`src/rtl/touch_scan_pkg.sv`:
```
package touch_scan_pkg;
  localparam int unsigned NUM_CH     = 8;
  localparam int unsigned ADDR_W     = 3;
  localparam int unsigned RES_W      = 12;
  localparam int unsigned CMD_BITS   = 8;
  localparam int unsigned RESP_BITS  = 16;
  localparam int unsigned FRAME_BITS = CMD_BITS + RESP_BITS;

  typedef enum logic [1:0] {ST_IDLE, ST_GROUP, ST_FRAME} seq_state_e;

  // lowest set index; loop runs high to low so the lowest wins
  function automatic logic [ADDR_W-1:0] lowest_set(input logic [NUM_CH-1:0] m);
    logic [ADDR_W-1:0] idx;
    idx = '0;
    for (int i = NUM_CH - 1; i >= 0; i--) begin
      if (m[i]) idx = ADDR_W'(i);
    end
    return idx;
  endfunction
endpackage

```
`src/rtl/tsc_cmd_enc.sv`:
```
module tsc_cmd_enc
  import touch_scan_pkg::*;
(
  input  logic [ADDR_W-1:0]   ch_i,
  input  logic                int_vref_i,
  input  logic                keep_on_i,
  output logic [CMD_BITS-1:0] cmd_o
);
  logic single_ended;

  always_comb begin
    unique case (ch_i)
      3'd0, 3'd2, 3'd6, 3'd7: single_ended = 1'b1;
      default:                single_ended = 1'b0;
    endcase
  end

  assign cmd_o = {1'b1, ch_i, 1'b0, single_ended, single_ended & int_vref_i, keep_on_i};
endmodule

```
`src/rtl/tsc_spi_frame.sv`:
```
module tsc_spi_frame
  import touch_scan_pkg::*;
#(
  parameter int unsigned CLK_DIV = 4
) (
  input  logic                 clk_i,
  input  logic                 rst_ni,
  input  logic                 load_i,
  input  logic [CMD_BITS-1:0]  cmd_i,
  input  logic                 miso_i,
  output logic                 sclk_o,
  output logic                 mosi_o,
  output logic                 done_o,
  output logic [RESP_BITS-1:0] resp_o
);
  localparam int unsigned DIV_W = (CLK_DIV > 1) ? $clog2(CLK_DIV) : 1;
  localparam int unsigned BIT_W = $clog2(FRAME_BITS);

  logic                  run_q, sclk_q, done_q;
  logic [DIV_W-1:0]      div_q;
  logic [BIT_W-1:0]      bit_q;
  logic [FRAME_BITS-1:0] tx_q, rx_q;

  always_ff @(posedge clk_i or negedge rst_ni) begin
    if (!rst_ni) begin
      run_q  <= 1'b0;
      sclk_q <= 1'b0;
      done_q <= 1'b0;
      div_q  <= '0;
      bit_q  <= '0;
      tx_q   <= '0;
      rx_q   <= '0;
    end else begin
      done_q <= 1'b0;
      if (load_i) begin
        run_q  <= 1'b1;
        sclk_q <= 1'b0;
        div_q  <= '0;
        bit_q  <= '0;
        tx_q   <= {cmd_i, {RESP_BITS{1'b0}}};
      end else if (run_q) begin
        if (div_q == DIV_W'(CLK_DIV - 1)) begin
          div_q <= '0;
          if (!sclk_q) begin
            sclk_q <= 1'b1;
            rx_q   <= {rx_q[FRAME_BITS-2:0], miso_i};
          end else begin
            sclk_q <= 1'b0;
            tx_q   <= {tx_q[FRAME_BITS-2:0], 1'b0};
            if (bit_q == BIT_W'(FRAME_BITS - 1)) begin
              run_q  <= 1'b0;
              done_q <= 1'b1;
            end else begin
              bit_q <= bit_q + 1'b1;
            end
          end
        end else begin
          div_q <= div_q + 1'b1;
        end
      end
    end
  end

  assign sclk_o = sclk_q;
  assign mosi_o = tx_q[FRAME_BITS-1];
  assign done_o = done_q;
  assign resp_o = rx_q[RESP_BITS-1:0];

  logic unused_rx;
  assign unused_rx = ^rx_q[FRAME_BITS-1:RESP_BITS];

  assert_no_overlap_R5: assert property (@(posedge clk_i) disable iff (!rst_ni)
    load_i |-> !run_q);
  assert_sclk_idle_R5: assert property (@(posedge clk_i) disable iff (!rst_ni)
    !run_q |-> !sclk_q);
endmodule

```
`src/rtl/tsc_avg_div.sv`:
```
module tsc_avg_div #(
  parameter int unsigned SUM_W = 16,
  parameter int unsigned N_W   = 4
) (
  input  logic [SUM_W-1:0] sum_i,
  input  logic [N_W-1:0]   n_i,
  output logic [SUM_W-1:0] avg_o
);
  logic [SUM_W:0] biased;
  logic [SUM_W:0] quot;

  // caller guarantees n_i != 0
  assign biased = {1'b0, sum_i} + (SUM_W+1)'(n_i) - 1'b1;
  assign quot   = biased / (SUM_W+1)'(n_i);
  assign avg_o  = quot[SUM_W-1:0];

  logic unused_quot;
  assign unused_quot = quot[SUM_W];
endmodule

```
`src/rtl/touch_scan_seq.sv`:
```
module touch_scan_seq
  import touch_scan_pkg::*;
#(
  parameter int unsigned CLK_DIV = 4,
  parameter int unsigned SKIP_W  = 4,
  parameter int unsigned OVS_W   = 4
) (
  input  logic                    clk_i,
  input  logic                    rst_ni,
  input  logic                    start_i,
  input  logic [NUM_CH-1:0]       ch_mask_i,
  input  logic                    int_vref_i,
  input  logic [NUM_CH*SKIP_W-1:0] skip_cfg_i,
  input  logic [NUM_CH*OVS_W-1:0]  ovs_cfg_i,
  output logic                    busy_o,
  output logic                    done_o,
  output logic [NUM_CH*RES_W-1:0] result_o,
  output logic                    sclk_o,
  output logic                    mosi_o,
  input  logic                    miso_i,
  output logic                    cs_no
);
  localparam int unsigned CNT_W = ((SKIP_W > OVS_W) ? SKIP_W : OVS_W) + 1;
  localparam int unsigned SUM_W = RES_W + OVS_W;
  localparam int unsigned SLOT_W = $clog2(NUM_CH);

  seq_state_e          state_q;
  logic [NUM_CH-1:0]   mask_q;
  logic [ADDR_W-1:0]   ch_q;
  logic [SLOT_W-1:0]   slot_q;
  logic [CNT_W-1:0]    frm_q;
  logic [SUM_W-1:0]    acc_q;
  logic [RES_W-1:0]    res_q [NUM_CH];
  logic                done_q, cs_q;

  logic [SKIP_W-1:0]   skip_arr [NUM_CH];
  logic [OVS_W-1:0]    ovs_arr  [NUM_CH];

  for (genvar c = 0; c < NUM_CH; c++) begin : g_cfg
    assign skip_arr[c] = skip_cfg_i[c*SKIP_W +: SKIP_W];
    assign ovs_arr[c]  = ovs_cfg_i[c*OVS_W +: OVS_W];
    assign result_o[c*RES_W +: RES_W] = res_q[c];
  end

  logic [ADDR_W-1:0]    ch_sel;
  logic [SKIP_W-1:0]    cur_skip;
  logic [OVS_W-1:0]     cur_n;
  logic [CNT_W-1:0]     total, load_idx;
  logic                 cur_last, next_last, frame_start;
  logic                 frm_done;
  logic [RESP_BITS-1:0] resp;
  logic [RES_W-1:0]     sample;
  logic [SUM_W-1:0]     acc_nxt, avg;
  logic [CMD_BITS-1:0]  cmd;
  logic [NUM_CH-1:0]    mask_rest;

  assign ch_sel    = (state_q == ST_GROUP) ? lowest_set(mask_q) : ch_q;
  assign cur_skip  = skip_arr[ch_sel];
  assign cur_n     = (ovs_arr[ch_sel] == '0) ? OVS_W'(1) : ovs_arr[ch_sel];
  assign total     = CNT_W'(cur_skip) + CNT_W'(cur_n);
  assign load_idx  = (state_q == ST_GROUP) ? '0 : frm_q + 1'b1;
  assign cur_last  = (frm_q == total - 1'b1);
  assign next_last = (load_idx == total - 1'b1);
  assign frame_start = (state_q == ST_GROUP) ||
                       (state_q == ST_FRAME && frm_done && !cur_last);

  // result field lives in bits 14:3 of the response word
  assign sample    = resp[RES_W+2:3];
  assign acc_nxt   = acc_q + ((frm_q >= CNT_W'(cur_skip)) ? SUM_W'(sample) : '0);
  assign mask_rest = mask_q & ~(NUM_CH'(1) << ch_q);

  logic unused_resp;
  assign unused_resp = ^{resp[RESP_BITS-1], resp[2:0], avg[SUM_W-1:RES_W]};

  tsc_cmd_enc u_cmd (
    .ch_i      (ch_sel),
    .int_vref_i(int_vref_i),
    .keep_on_i (!next_last),
    .cmd_o     (cmd)
  );

  tsc_spi_frame #(.CLK_DIV(CLK_DIV)) u_frame (
    .clk_i (clk_i),
    .rst_ni(rst_ni),
    .load_i(frame_start),
    .cmd_i (cmd),
    .miso_i(miso_i),
    .sclk_o(sclk_o),
    .mosi_o(mosi_o),
    .done_o(frm_done),
    .resp_o(resp)
  );

  tsc_avg_div #(.SUM_W(SUM_W), .N_W(OVS_W)) u_avg (
    .sum_i(acc_nxt),
    .n_i  (cur_n),
    .avg_o(avg)
  );

  always_ff @(posedge clk_i or negedge rst_ni) begin
    if (!rst_ni) begin
      state_q <= ST_IDLE;
      mask_q  <= '0;
      ch_q    <= '0;
      slot_q  <= '0;
      frm_q   <= '0;
      acc_q   <= '0;
      done_q  <= 1'b0;
      cs_q    <= 1'b1;
      for (int i = 0; i < NUM_CH; i++) res_q[i] <= '0;
    end else begin
      done_q <= 1'b0;
      unique case (state_q)
        ST_IDLE: begin
          if (start_i) begin
            if (ch_mask_i == '0) begin
              done_q <= 1'b1;
            end else begin
              mask_q  <= ch_mask_i;
              slot_q  <= '0;
              state_q <= ST_GROUP;
            end
          end
        end
        ST_GROUP: begin
          ch_q    <= ch_sel;
          frm_q   <= '0;
          acc_q   <= '0;
          cs_q    <= 1'b0;
          state_q <= ST_FRAME;
        end
        ST_FRAME: begin
          if (frm_done) begin
            acc_q <= acc_nxt;
            if (cur_last) begin
              res_q[slot_q] <= avg[RES_W-1:0];
              slot_q <= slot_q + 1'b1;
              mask_q <= mask_rest;
              if (mask_rest == '0) begin
                state_q <= ST_IDLE;
                done_q  <= 1'b1;
                cs_q    <= 1'b1;
              end else begin
                state_q <= ST_GROUP;
              end
            end else begin
              frm_q <= frm_q + 1'b1;
            end
          end
        end
        default: state_q <= ST_IDLE;
      endcase
    end
  end

  assign busy_o = (state_q != ST_IDLE);
  assign done_o = done_q;
  assign cs_no  = cs_q;

  assert_cs_idle_R5: assert property (@(posedge clk_i) disable iff (!rst_ni)
    !busy_o |-> cs_no);
  assert_done_idle_R9: assert property (@(posedge clk_i) disable iff (!rst_ni)
    done_o |-> !busy_o);
  assert_start_ignored_R11: assert property (@(posedge clk_i) disable iff (!rst_ni)
    (busy_o && start_i) |=> ((mask_q & ~$past(mask_q)) == '0));
  assert_group_enabled_R6: assert property (@(posedge clk_i) disable iff (!rst_ni)
    (state_q == ST_GROUP) |-> (mask_q != '0));
  assert_mask_drained_R8: assert property (@(posedge clk_i) disable iff (!rst_ni)
    done_o |-> (mask_q == '0));
endmodule

```
`config.mk`:
```
export PLATFORM = sky130hd
export DESIGN_NAME = touch_scan_seq
export DESIGN_NICKNAME = d
export VERILOG_FILES = /design/src/rtl/touch_scan_pkg.sv /design/src/rtl/tsc_cmd_enc.sv /design/src/rtl/tsc_spi_frame.sv /design/src/rtl/tsc_avg_div.sv /design/src/rtl/touch_scan_seq.sv
export SDC_FILE = /design/constraint.sdc
export NUM_CORES = 1
export LEC_CHECK = 0
export ABC_AREA = 0
export CAP_MARGIN = 20
export CORE_AREA = 2 2 184 186
export DETAILED_ROUTE_END_ITERATION = 6
export DIE_AREA = 0 0 186 188
export DONT_BUFFER_PORTS = 1
export GPL_TIMING_DRIVEN = 0
export HOLD_SLACK_MARGIN = 0.05
export PLACE_DENSITY = 0.63
export SYNTH_ARGS = -nofsm -noshare
export SYNTH_HDL_FRONTEND = slang
export SYNTH_SLANG_ARGS = --single-unit
```
`constraint.sdc`:
```
create_clock -name clk_i -period 75 [get_ports clk_i]
set_input_delay 3.75 -clock clk_i [delete_from_list [all_inputs] [get_ports clk_i]]
set_output_delay 3.75 -clock clk_i [all_outputs]
set_load 0.05 [all_outputs]
```
* Yosys cells after proc, flatten, opt, wreduce, memory -nomap -nowiden
Cells that the tools add are included.
** Storage, ports and cells
- Register bits after elaboration :: 184
- Input port bits :: 77
- Output and inout bits :: 101
- Logic and storage cells :: 168
** Cells by class
- Shift operators :: 1
- Multiplexer cells :: 79
- Bitwise gates (word level) :: 7
- Eq/ne operators :: 16
- Reduce and logical (&&, ||, !) cells :: 28
- Div/mod/pow operators :: 1
- Add/sub/neg operators :: 9
- Order comparisons :: 4
** Operators by type and width (count)
- $bwmux W96 :: 1
- $mux W24 :: 4
- $mux W5 :: 8
- $mux W3 :: 13
- $demux W12 S3 :: 1
- $mux W8 :: 4
- $pmux W16 S2 :: 1
- $bmux W4 S3 :: 2
- $mux W1 :: 24
- $mux W12 :: 2
- $mux W4 :: 5
- $add A16 B4 Y17 :: 1
- $div A17 B4 Y17 :: 1
- $sub A17 B1 Y17 const B :: 1
- $add A16 B12 Y16 :: 1
- $logic_not A8 Y1 :: 2
- $mux W16 :: 1
- $pmux W8 S2 :: 1
- $reduce_and A4 Y1 :: 4
- $mux W2 :: 7
- $reduce_bool A2 Y1 :: 6
- $add A5 B1 Y5 const B :: 2
- $eq A5 B5 Y1 :: 2
- $ne A2 B2 Y1 const B :: 5
- 33 further kinds :: 46

* Longest topological paths before layout
Gate-level depths: netlist of the first run.
- Depth after elaboration :: 23
- Depth in mapped cells :: 200
- Gate-level depth less buffers :: 186

* Hierarchy
From an unflattened synthesis of the first run, not the netlist that was laid out.
** Unflattened totals
- Cells, all modules :: 1702
- Area total of the unflattened synthesis :: 15298.4 µm²
** By module, submodules not included
- touch_scan_seq :: cells each 645, sequential area each 3379.5 µm², area each 7379.6 µm², instances 1
- tsc_avg_div :: cells each 925, sequential area each 0.0 µm², area each 6371.1 µm², instances 1
- tsc_spi_frame :: cells each 119, sequential area each 850.8 µm², area each 1462.7 µm², instances 1
- tsc_cmd_enc :: cells each 13, sequential area each 0.0 µm², area each 85.1 µm², instances 1

* Least setup slack after synthesis of the first run
Ideal clock, no wire load.
- Kind :: in2reg
- Start point :: input skip_cfg_i[28]
- End point :: register res_q (netlist bit result_o[0])
- Cell stages on the path :: 179
- Setup time :: 0.145 ns
- Path slack :: 36.424 ns
- Required time :: 74.855 ns
- Arrival time :: 38.431 ns
- Path buffers :: 10
- Path through :: mux2_2 > o211ai_1 > nand2_1 > ha_1 > nand2b_1 > a21o_1 > a21o_1 > a211oi_1 > nor2b_1 > ha_1 > fa_1 > a211oi_1 > o21ai_2 > a2111oi_2 > nor2_1 > xnor2_1 > inv_1 > ha_1 > (+143 left out) > nor2b_1 > o21ai_0 > nand2b_1 > a21oi_1 > nand4_1 > nor3_2 > buf_4 > mux2i_1 > ha_1 > a21boi_0 > o21ai_0 > nand2b_1 > a221oi_1 > o221ai_1 > a211oi_1 > o2111ai_1 > a2111oi_0 > a21oi_1
** Between the ends
- Cells in the longest elaborated chain, start to end :: 10
- Elaborated cells on any way between the ends :: 14
- Those cells by class :: add/sub: 5; div: 1; order compare: 1; eq/ne: 1; mux: 5; reduce/logical: 1
** Ends and longest elaborated chain
- start, declared :: line touch_scan_seq.sv:13 : input logic [NUM_CH*SKIP_W-1:0] skip_cfg_i,
- $bmux W4 S3 * :: line touch_scan_seq.sv:58 : assign cur_skip = skip_arr[ch_sel];
- $mux W4 (not written as such) * (2 in a row) :: line touch_scan_seq.sv:58
- $ge A5 B4 Y1 :: line touch_scan_seq.sv:69 : assign acc_nxt = acc_q + ((frm_q >= CNT_W'(cur_skip)) ? SUM_W'(sample) : '0);
- $mux W12 :: line touch_scan_seq.sv:69
- $add A16 B12 Y16 :: line touch_scan_seq.sv:69
- $add A16 B4 Y17 :: line tsc_avg_div.sv:13 : assign biased = {1'b0, sum_i} + (SUM_W+1)'(n_i) - 1'b1;
- $sub A17 B1 Y17 :: line tsc_avg_div.sv:13
- $div A17 B4 Y17 :: line tsc_avg_div.sv:14 : assign quot = biased / (SUM_W+1)'(n_i);
- $bwmux W96 :: line touch_scan_seq.sv:136 : res_q[slot_q] <= avg[RES_W-1:0];
- end signal, assigned by index :: line touch_scan_seq.sv:136
- end, declared :: line touch_scan_seq.sv:33 : logic [RES_W-1:0] res_q [NUM_CH];
Every way passes the cells marked *; elsewhere a longest branch is shown, timed or not. The select of a mux whose other input is x is not followed.
A chain may end at the register's enable or synchronous reset.

* Worst setup path in the final report of the first run
- Start point :: input skip_cfg_i[9]
- End point :: register res_q (netlist bit result_o[60])
The elaborated chain is that of the path after synthesis.

==> impl_metrics.prom, run 1 <==
# TYPE chip_impl_metric gauge
chip_impl_metric{name="cts_hold_repair.buffers",unit=""} 0
chip_impl_metric{name="critPathMaxStageDelay",unit="ps"} 770
chip_impl_metric{name="synth_seq_cells",unit=""} 168
chip_impl_info{name="worstReg2RegStart",value="state_q[0]"} 1
chip_impl_info{name="rsz0062_at_grt",value="no"} 1
chip_impl_metric{name="placementRows",unit=""} 67
chip_impl_metric{name="buffer_ports.inserted",unit=""} 0
chip_impl_metric{name="grt_start_max_net_pins",unit=""} 169
chip_impl_metric{name="timing.final.ws_setup",unit="ps"} 27350
chip_impl_metric{name="area_delta_synth_final",unit="%"} 7.91
chip_impl_metric{name="finish.net_count",unit=""} 2068
chip_impl_metric{name="die_area",unit="um2"} 35000
chip_impl_metric{name="htree_levels",unit=""} 4
chip_impl_info{name="setup.worst_path.end_class",value="flip-flop"} 1
chip_impl_metric{name="place_ws",unit="ps"} 27500
chip_impl_metric{name="setup_total_negative_slack",unit="ps"} 0
chip_impl_info{name="holdCritPathClass",value="reg -> reg"} 1
chip_impl_metric{name="place.gp.congestion",unit=""} 0.881
chip_impl_metric{name="synth-edff-count",unit=""} 0
chip_impl_metric{name="route.detailed.wl_per_inst",unit="um"} 18.5
chip_impl_metric{name="reg2reg_setup_slack",unit="ps"} 28130
chip_impl_metric{name="timing.final.crit_share",unit="%"} 63.5
chip_impl_info{name="synth-main-ff-cell",value="sky130_fd_sc_hd__dfrtp_1"} 1
chip_impl_metric{name="floorplan.core_area",unit="um2"} 33100
chip_impl_metric{name="vias_in_the_first_global_route",unit=""} 13300
chip_impl_metric{name="first_pass_grt_wire_length",unit="mm"} 69.4
chip_impl_metric{name="synth_nets",unit=""} 2045
chip_impl_info{name="status",value="finished clean"} 1
chip_impl_metric{name="detail-route-antenna-nets",unit=""} 0
chip_impl_metric{name="detail_route.drc_violations",unit=""} 0
chip_impl_metric{name="synth.distinct_cells",unit=""} 116
chip_impl_metric{name="tritoncts.num_buffers",unit=""} 17
chip_impl_info{name="cts-root-buf",value="sky130_fd_sc_hd__clkbuf_16"} 1
chip_impl_info{name="crit_end",value="result_o[60]"} 1
chip_impl_metric{name="worst-r2r-cell-count",unit=""} 189
chip_impl_metric{name="clk_pin_slew",unit="ps"} 60
chip_impl_metric{name="count_of_mapped_cells_out_of_synthesis",unit=""} 1859
chip_impl_metric{name="post_cts_buffers",unit=""} 0
chip_impl_metric{name="cts.path.max_buffers",unit=""} 2
chip_impl_metric{name="tightest_slew",unit="ps"} 1080
chip_impl_info{name="standard_cell_with_the_maximum_stage_delay_on_the_critical_path",value="sky130_fd_sc_hd__clkbuf_1"} 1
chip_impl_metric{name="yosysSeqAreaShare",unit="%"} 27.4
chip_impl_metric{name="ys_async_sr_fraction",unit="%"} 100
chip_impl_info{name="critical_path.most_common_cell",value="sky130_fd_sc_hd__ha_1"} 1
chip_impl_metric{name="cts_num_sinks",unit=""} 168
chip_impl_info{name="worstSetupStartpoint",value="skip_cfg_i[9]"} 1
chip_impl_metric{name="antenna_found_initial",unit=""} 0
chip_impl_metric{name="cts.repair.resized",unit=""} 0
chip_impl_info{name="crit_type",value="in -> reg"} 1
chip_impl_metric{name="dr.first_iter.drc_count",unit=""} 1119
chip_impl_metric{name="hold_violations",unit=""} 0
chip_impl_metric{name="finClkSkew",unit="ps"} 11.1
chip_impl_metric{name="worst-endpoint-arrival",unit="ps"} 47910
chip_impl_metric{name="slew_headroom",unit="%"} 27.7
chip_impl_metric{name="drv.max_cap_violation_count",unit=""} 0
chip_impl_metric{name="floorplan.io_pins",unit=""} 178
chip_impl_metric{name="critPathMaxFanout",unit=""} 10
chip_impl_info{name="hold_start",value="u_frame.tx_q[22]"} 1
chip_impl_metric{name="post-route-min-period",unit="ps"} 47650
chip_impl_metric{name="post_synth.cell_area_avg",unit="um2"} 8.26
chip_impl_metric{name="clock_latency",unit="ps"} 440
chip_impl_metric{name="fmaxAchievable",unit="MHz"} 21.0
chip_impl_metric{name="final_max_slew_viol_count",unit=""} 0
chip_impl_metric{name="initial_core_util",unit="%"} 46.4
chip_impl_metric{name="fraction_of_final_layout_cells_with_drive_strength_greater_than_1",unit="%"} 9.34
chip_impl_metric{name="die_width",unit="um"} 186
chip_impl_metric{name="worstPathRequired",unit="ps"} 75260
chip_impl_metric{name="drt-total-wl",unit="mm"} 43.4
chip_impl_info{name="cts_tree",value="built"} 1
chip_impl_metric{name="finalSetupViolCount",unit=""} 0
chip_impl_metric{name="vias_per_cell",unit=""} 6.08
chip_impl_info{name="crit_path_start_kind",value="input pin"} 1
chip_impl_metric{name="antenna-diode-count",unit=""} 0
chip_impl_metric{name="track_usage",unit="%"} 24.4
chip_impl_metric{name="gr-total-overflow",unit=""} 0
chip_impl_metric{name="ys.warnings.count",unit=""} 0
chip_impl_metric{name="first_pass_iters",unit=""} 5
chip_impl_metric{name="detailroute.via_count",unit=""} 14200
chip_impl_info{name="worstReg2RegEnd",value="result_o[60]"} 1
chip_impl_metric{name="floorplan.die.height",unit="um"} 188
chip_impl_metric{name="netlist_area",unit="um2"} 15400
chip_impl_metric{name="place.detailed.hpwl",unit="mm"} 33.0
[worst max-delay path, delay by kind of cell]
| kind | cells | cell delay [ps] |
|---|---|---|
| fa+ha+maj | 20 | 6100 |
| buf+inv | 15 | 5410 |
| xor+xnor | 2 | 570 |
| simple gates | 61 | 12840 |
| compound gates | 75 | 17320 |
| mux | 7 | 1820 |
[routing by layer]
layer  global-route usage (%)  vias to the layer above  part of all wire (%)
met5                        0                        -                     0
met4                     6.36                        0                   1.5
met3                     3.52                       51                   4.9
met2                     40.2                      401                    47
met1                     33.4                     6831                    46
li1                         -                     6956                     -
[sequential cells by signal, summed over array words and instances, names as in the netlist, 5 cells and up]
signal	cells
mask_q	8
frm_q	5
u_frame.bit_q	5
acc_q	16
u_frame.tx_q	8
result_o	96
u_frame.rx_q	15
[worst min path at each step]
stage	endpoint	slack, ps	cells after the start
5_1_grt	u_frame.rx_q[1]	520	1
2_1_floorplan	u_frame.tx_q[23]	460	2
3_5_place_dp	u_frame.tx_q[23]	490	2
3_3_place_gp	u_frame.tx_q[23]	480	2
6_report	u_frame.tx_q[23]	500	2
4_1_cts	u_frame.tx_q[23]	500	2
[stage by stage]
stage               instance area [um2]  util [%]  hold slack, ps  std cells
floorplan                         15400         -             464       1859
global placement                  15900      48.1             482       2307
detailed placement                16000      48.3             488       2311
CTS                               16600      50.0             502       2343
global route                      16600      50.0             521       2343
finish                            16600      50.0             504       2343
[logic make-up after synthesis]
kind of cell / synth area share (%)
buffers and inverters: 3.52
adders and majority gates: 9.16
AOI/OAI and AO/OA: 26.0
muxes: 6.67
xor gates and xnor gates: 4.73
and+or+nand+nor: 22.6
DFF: 27.4
[layout by cell type, fill, tap and decap left out, types with 28 or more instances in the layout]
cell type	instances
sky130_fd_sc_hd__nand2_1	191
sky130_fd_sc_hd__nor2b_1	28
sky130_fd_sc_hd__dfrtp_1	167
sky130_fd_sc_hd__nor2_1	184
sky130_fd_sc_hd__a21oi_1	150
sky130_fd_sc_hd__o21a_1	33
sky130_fd_sc_hd__xnor2_1	54
sky130_fd_sc_hd__nand3_1	61
sky130_fd_sc_hd__inv_1	62
sky130_fd_sc_hd__mux2_2	36
sky130_fd_sc_hd__nor3_1	58
sky130_fd_sc_hd__ha_1	106
sky130_fd_sc_hd__o21ai_0	135
sky130_fd_sc_hd__mux2i_1	43
sky130_fd_sc_hd__clkbuf_1	49
[final cells by class]
type,count,area [um2]
buffer,65,282
clock buffer,20,457
clock inverter,12,116
fill,3177,16500
inverter,69,259
multi-input combinational,1557,10600
sequential,168,4210
tap,448,561
timing repair buffer,4,52.6
[Yosys cell counts, drive strengths merged, types with 24 or more instances]
cell type  instances  area, um2
nand2            193        729
nor2             186        713
dfrtp            167       4180
a21oi            155        806
o21ai            150        766
ha               106       1330
inv               69        259
nor3              63        347
nand3             61        305
xnor2             54        473
clkbuf            48        180
mux2i             47        494
mux2              39        439
o21a              33        248
nor2b             28        175
xor2              28        253
o211ai            27        213
a21o              25        188
nand2b            24        150
Power of run 1 is not shown: default switching activity piles up to over one toggle a cycle in this logic, so the estimate is an artifact.
==> run 2: changes to the inputs <==
- ABC_AREA: 0 -> 1
- clock period: 75 -> 46.9 ns (I/O delays scaled with it)
==> run 2 against run 1 <==
Against the previous run:
- routed wire length decreased by 6.1%
- flip-flop and latch count unchanged
- non-clock buffer count decreased by 11
- utilization is 0.26 points lower
- global-route usage fell by 0.70 points
- critical path type unchanged
- highest routed layer unchanged
==> impl_metrics.prom, run 2 <==
# TYPE chip_impl_metric gauge
chip_impl_metric{name="worstPathRequired",unit="ps"} 47240
chip_impl_metric{name="final_max_slew_viol_count",unit=""} 0
chip_impl_metric{name="buffer_ports.inserted",unit=""} 0
chip_impl_metric{name="die_area",unit="um2"} 35000
chip_impl_info{name="setup.worst_path.end_class",value="flip-flop"} 1
chip_impl_metric{name="drv.max_cap_violation_count",unit=""} 0
chip_impl_metric{name="largest_register_ffs",unit=""} 96
chip_impl_metric{name="timing.final.crit_share",unit="%"} 87.7
chip_impl_metric{name="reg2reg_setup_slack",unit="ps"} 5820
chip_impl_metric{name="slew_headroom",unit="%"} 33.6
chip_impl_metric{name="synth_top_area_share",unit="%"} 27.3
chip_impl_metric{name="worst-r2r-cell-count",unit=""} 225
chip_impl_metric{name="crit_cells",unit=""} 216
chip_impl_metric{name="detail_route.drc_violations",unit=""} 0
chip_impl_info{name="worstReg2RegStart",value="mask_q[5]"} 1
chip_impl_metric{name="cts.path.max_buffers",unit=""} 2
chip_impl_metric{name="setup_total_negative_slack",unit="ps"} 0
chip_impl_metric{name="yosysSeqAreaShare",unit="%"} 27.5
chip_impl_metric{name="gr-total-overflow",unit=""} 0
chip_impl_metric{name="vias_in_the_first_global_route",unit=""} 14000
chip_impl_metric{name="cts_num_sinks",unit=""} 168
chip_impl_metric{name="place.detailed.hpwl",unit="mm"} 31.9
chip_impl_metric{name="synth_seq_cells",unit=""} 168
chip_impl_metric{name="detailroute.via_count",unit=""} 14600
chip_impl_metric{name="antenna-diode-count",unit=""} 0
chip_impl_metric{name="drt-total-wl",unit="mm"} 40.8
chip_impl_metric{name="floorplan.core_area",unit="um2"} 33100
chip_impl_metric{name="post-route-min-period",unit="ps"} 41120
chip_impl_metric{name="fmaxAchievable",unit="MHz"} 24.3
chip_impl_info{name="crit_type",value="in -> reg"} 1
chip_impl_metric{name="ys_async_sr_fraction",unit="%"} 100
chip_impl_metric{name="detail-route-antenna-nets",unit=""} 0
chip_impl_info{name="crit_end",value="result_o[60]"} 1
chip_impl_metric{name="track_usage",unit="%"} 23.7
chip_impl_metric{name="ys.warnings.count",unit=""} 0
chip_impl_metric{name="finalSetupViolCount",unit=""} 0
chip_impl_metric{name="grt_start_max_net_pins",unit=""} 169
chip_impl_info{name="yosys.area.top_type",value="sky130_fd_sc_hd__dfrtp_1"} 1
chip_impl_info{name="synth_top_cells_by_area",value="sky130_fd_sc_hd__dfrtp_1 27%, sky130_fd_sc_hd__nand2_1 15%, sky130_fd_sc_hd__ha_1 8.7%"} 1
chip_impl_info{name="standard_cell_with_the_maximum_stage_delay_on_the_critical_path",value="sky130_fd_sc_hd__clkbuf_1"} 1
chip_impl_metric{name="post_synth.cell_area_avg",unit="um2"} 6.72
chip_impl_metric{name="tritoncts.num_buffers",unit=""} 17
chip_impl_info{name="critical_path.most_common_cell",value="sky130_fd_sc_hd__nand2_1"} 1
chip_impl_info{name="worstReg2RegEnd",value="result_o[60]"} 1
chip_impl_info{name="hold_start",value="u_frame.rx_q[5]"} 1
chip_impl_metric{name="synth.distinct_cells",unit=""} 56
chip_impl_metric{name="route.detailed.wl_per_inst",unit="um"} 14.8
chip_impl_metric{name="clk_pin_slew",unit="ps"} 80
chip_impl_metric{name="finish.net_count",unit=""} 2481
chip_impl_metric{name="tightest_slew",unit="ps"} 993
chip_impl_metric{name="placementRows",unit=""} 67
chip_impl_metric{name="fraction_of_final_layout_cells_with_drive_strength_greater_than_1",unit="%"} 8.93
chip_impl_info{name="layout_common_cells",value="595 x sky130_fd_sc_hd__nand2_1, 319 x sky130_fd_sc_hd__inv_1, 191 x sky130_fd_sc_hd__nand3_1"} 1
chip_impl_metric{name="initial_core_util",unit="%"} 46.2
chip_impl_metric{name="cts_hold_repair.buffers",unit=""} 0
chip_impl_info{name="holdCritPathClass",value="reg -> reg"} 1
chip_impl_metric{name="die_width",unit="um"} 186
chip_impl_info{name="status",value="finished clean"} 1
chip_impl_metric{name="timing.final.ws_setup",unit="ps"} 5780
chip_impl_metric{name="critPathMaxStageDelay",unit="ps"} 700
chip_impl_info{name="cell_type_group_with_the_largest_total_delay_on_the_critical_path",value="simple AND/OR/NAND/NOR gates"} 1
chip_impl_metric{name="clock_latency",unit="ps"} 440
chip_impl_metric{name="place.gp.congestion",unit=""} 0.933
chip_impl_metric{name="floorplan.die.height",unit="um"} 188
chip_impl_metric{name="floorplan.io_pins",unit=""} 178
chip_impl_metric{name="dr.first_iter.drc_count",unit=""} 808
chip_impl_info{name="cts_tree",value="built"} 1
chip_impl_info{name="top_cells_by_count_synth",value="595 x sky130_fd_sc_hd__nand2_1, 319 x sky130_fd_sc_hd__inv_1, 191 x sky130_fd_sc_hd__nand3_1"} 1
chip_impl_info{name="mostFrequentLayoutCell",value="sky130_fd_sc_hd__nand2_1"} 1
chip_impl_metric{name="synth_nets",unit=""} 2461
chip_impl_metric{name="place_ws",unit="ps"} 5640
chip_impl_metric{name="htree_levels",unit=""} 4
chip_impl_metric{name="finClkSkew",unit="ps"} 17.3
chip_impl_info{name="leading_cell_type_by_number_of_instances_after_synthesis",value="sky130_fd_sc_hd__nand2_1"} 1
chip_impl_info{name="rsz0062_at_grt",value="no"} 1
chip_impl_metric{name="antenna_found_initial",unit=""} 0
chip_impl_metric{name="cp.buffers_inverters",unit=""} 50
chip_impl_info{name="cts-root-buf",value="sky130_fd_sc_hd__clkbuf_16"} 1
chip_impl_metric{name="area_delta_synth_final",unit="%"} 7.81
chip_impl_metric{name="worst-endpoint-arrival",unit="ps"} 41460
chip_impl_info{name="synth-main-ff-cell",value="sky130_fd_sc_hd__dfrtp_1"} 1
chip_impl_metric{name="hold_violations",unit=""} 0
chip_impl_metric{name="critPathMaxFanout",unit=""} 10
chip_impl_metric{name="cts.repair.resized",unit=""} 0
chip_impl_info{name="worstSetupStartpoint",value="skip_cfg_i[12]"} 1
chip_impl_metric{name="netlist_area",unit="um2"} 15300
chip_impl_metric{name="vias_per_cell",unit=""} 5.30
chip_impl_info{name="crit_path_start_kind",value="input pin"} 1
chip_impl_metric{name="count_of_mapped_cells_out_of_synthesis",unit=""} 2275
chip_impl_metric{name="first_pass_iters",unit=""} 5
chip_impl_metric{name="post_cts_buffers",unit=""} 0
chip_impl_metric{name="first_pass_grt_wire_length",unit="mm"} 68.4
chip_impl_metric{name="synth-edff-count",unit=""} 0
[run 2: changes by cell type after synthesis, sizes merged, moves of 26 or more]
cell / before / now
nand4: 17 / 45
mux2i: 47 / 0
a21oi: 155 / 65
xnor2: 54 / 22
o21ai: 150 / 194
nand2: 193 / 641
mux2: 39 / 3
nor2b: 28 / 0
nand3: 61 / 219
xor2: 28 / 54
nor3: 63 / 18
inv: 69 / 342
[run 2: cells by family (layout without fill, tap and decap cells)]
family / after synthesis / after routing / synth area share [%]
adders and majority gates: 109 / 109 / 9.07
DFF: 168 / 168 / 27.5
and+or+nand+nor: 1165 / 1165 / 35.3
xor gates and xnor gates: 76 / 76 / 4.40
buffers and inverters: 403 / 436 / 10.3
AOI/OAI and AO/OA: 351 / 351 / 13.2
muxes: 3 / 3 / 0.221
[run 2: layout make-up]
type | count | area, um2
flip-flops and latches | 168 | 4210
well taps | 448 | 561
inverters | 346 | 1300
plain buffers | 57 | 274
multi-input cells | 1704 | 9510
repair buffers | 1 | 15.0
clock inverters | 15 | 193
clock buffers | 17 | 425
fillers | 3320 | 16600
[run 2: worst min path at each step]
stage                     cells after the start               end
after global routing                          2   u_frame.rx_q[7]
after CTS                                     2   u_frame.rx_q[5]
after global placement                        2  u_frame.tx_q[17]
final                                         2   u_frame.rx_q[5]
after detailed placement                      2   u_frame.rx_q[5]
after floorplan                               2  u_frame.tx_q[17]
[run 2: per-stage QoR]
step / std cells / hold WS [ps] / area (um2) / util (%)
2_1_floorplan: 2275 / 449 / 15300 / -
3_3_place_gp: 2723 / 465 / 15800 / 47.9
3_5_place_dp: 2724 / 475 / 15900 / 47.9
4_1_cts: 2756 / 492 / 16500 / 49.8
5_1_grt: 2756 / 519 / 16500 / 49.8
6_report: 2756 / 492 / 16500 / 49.8
[run 2: per-layer routing]
layer  up-vias  wire [um]  global-route usage [%]  share of wire, %
met5         -          0                       0                 0
met4         0        583                    5.06               1.4
met3        44       2130                    3.94               5.2
met2       301      19400                    40.6                48
met1      6845      18700                    31.1                46
li1       7410          -                       -                 -
[run 2: worst min-delay path, cell delays in order, from the launching register on]
cell                      delay, ps
sky130_fd_sc_hd__dfrtp_1        350
sky130_fd_sc_hd__nand2_1         50
sky130_fd_sc_hd__o21ai_0         60
Power of run 2 is left out for the same reason.
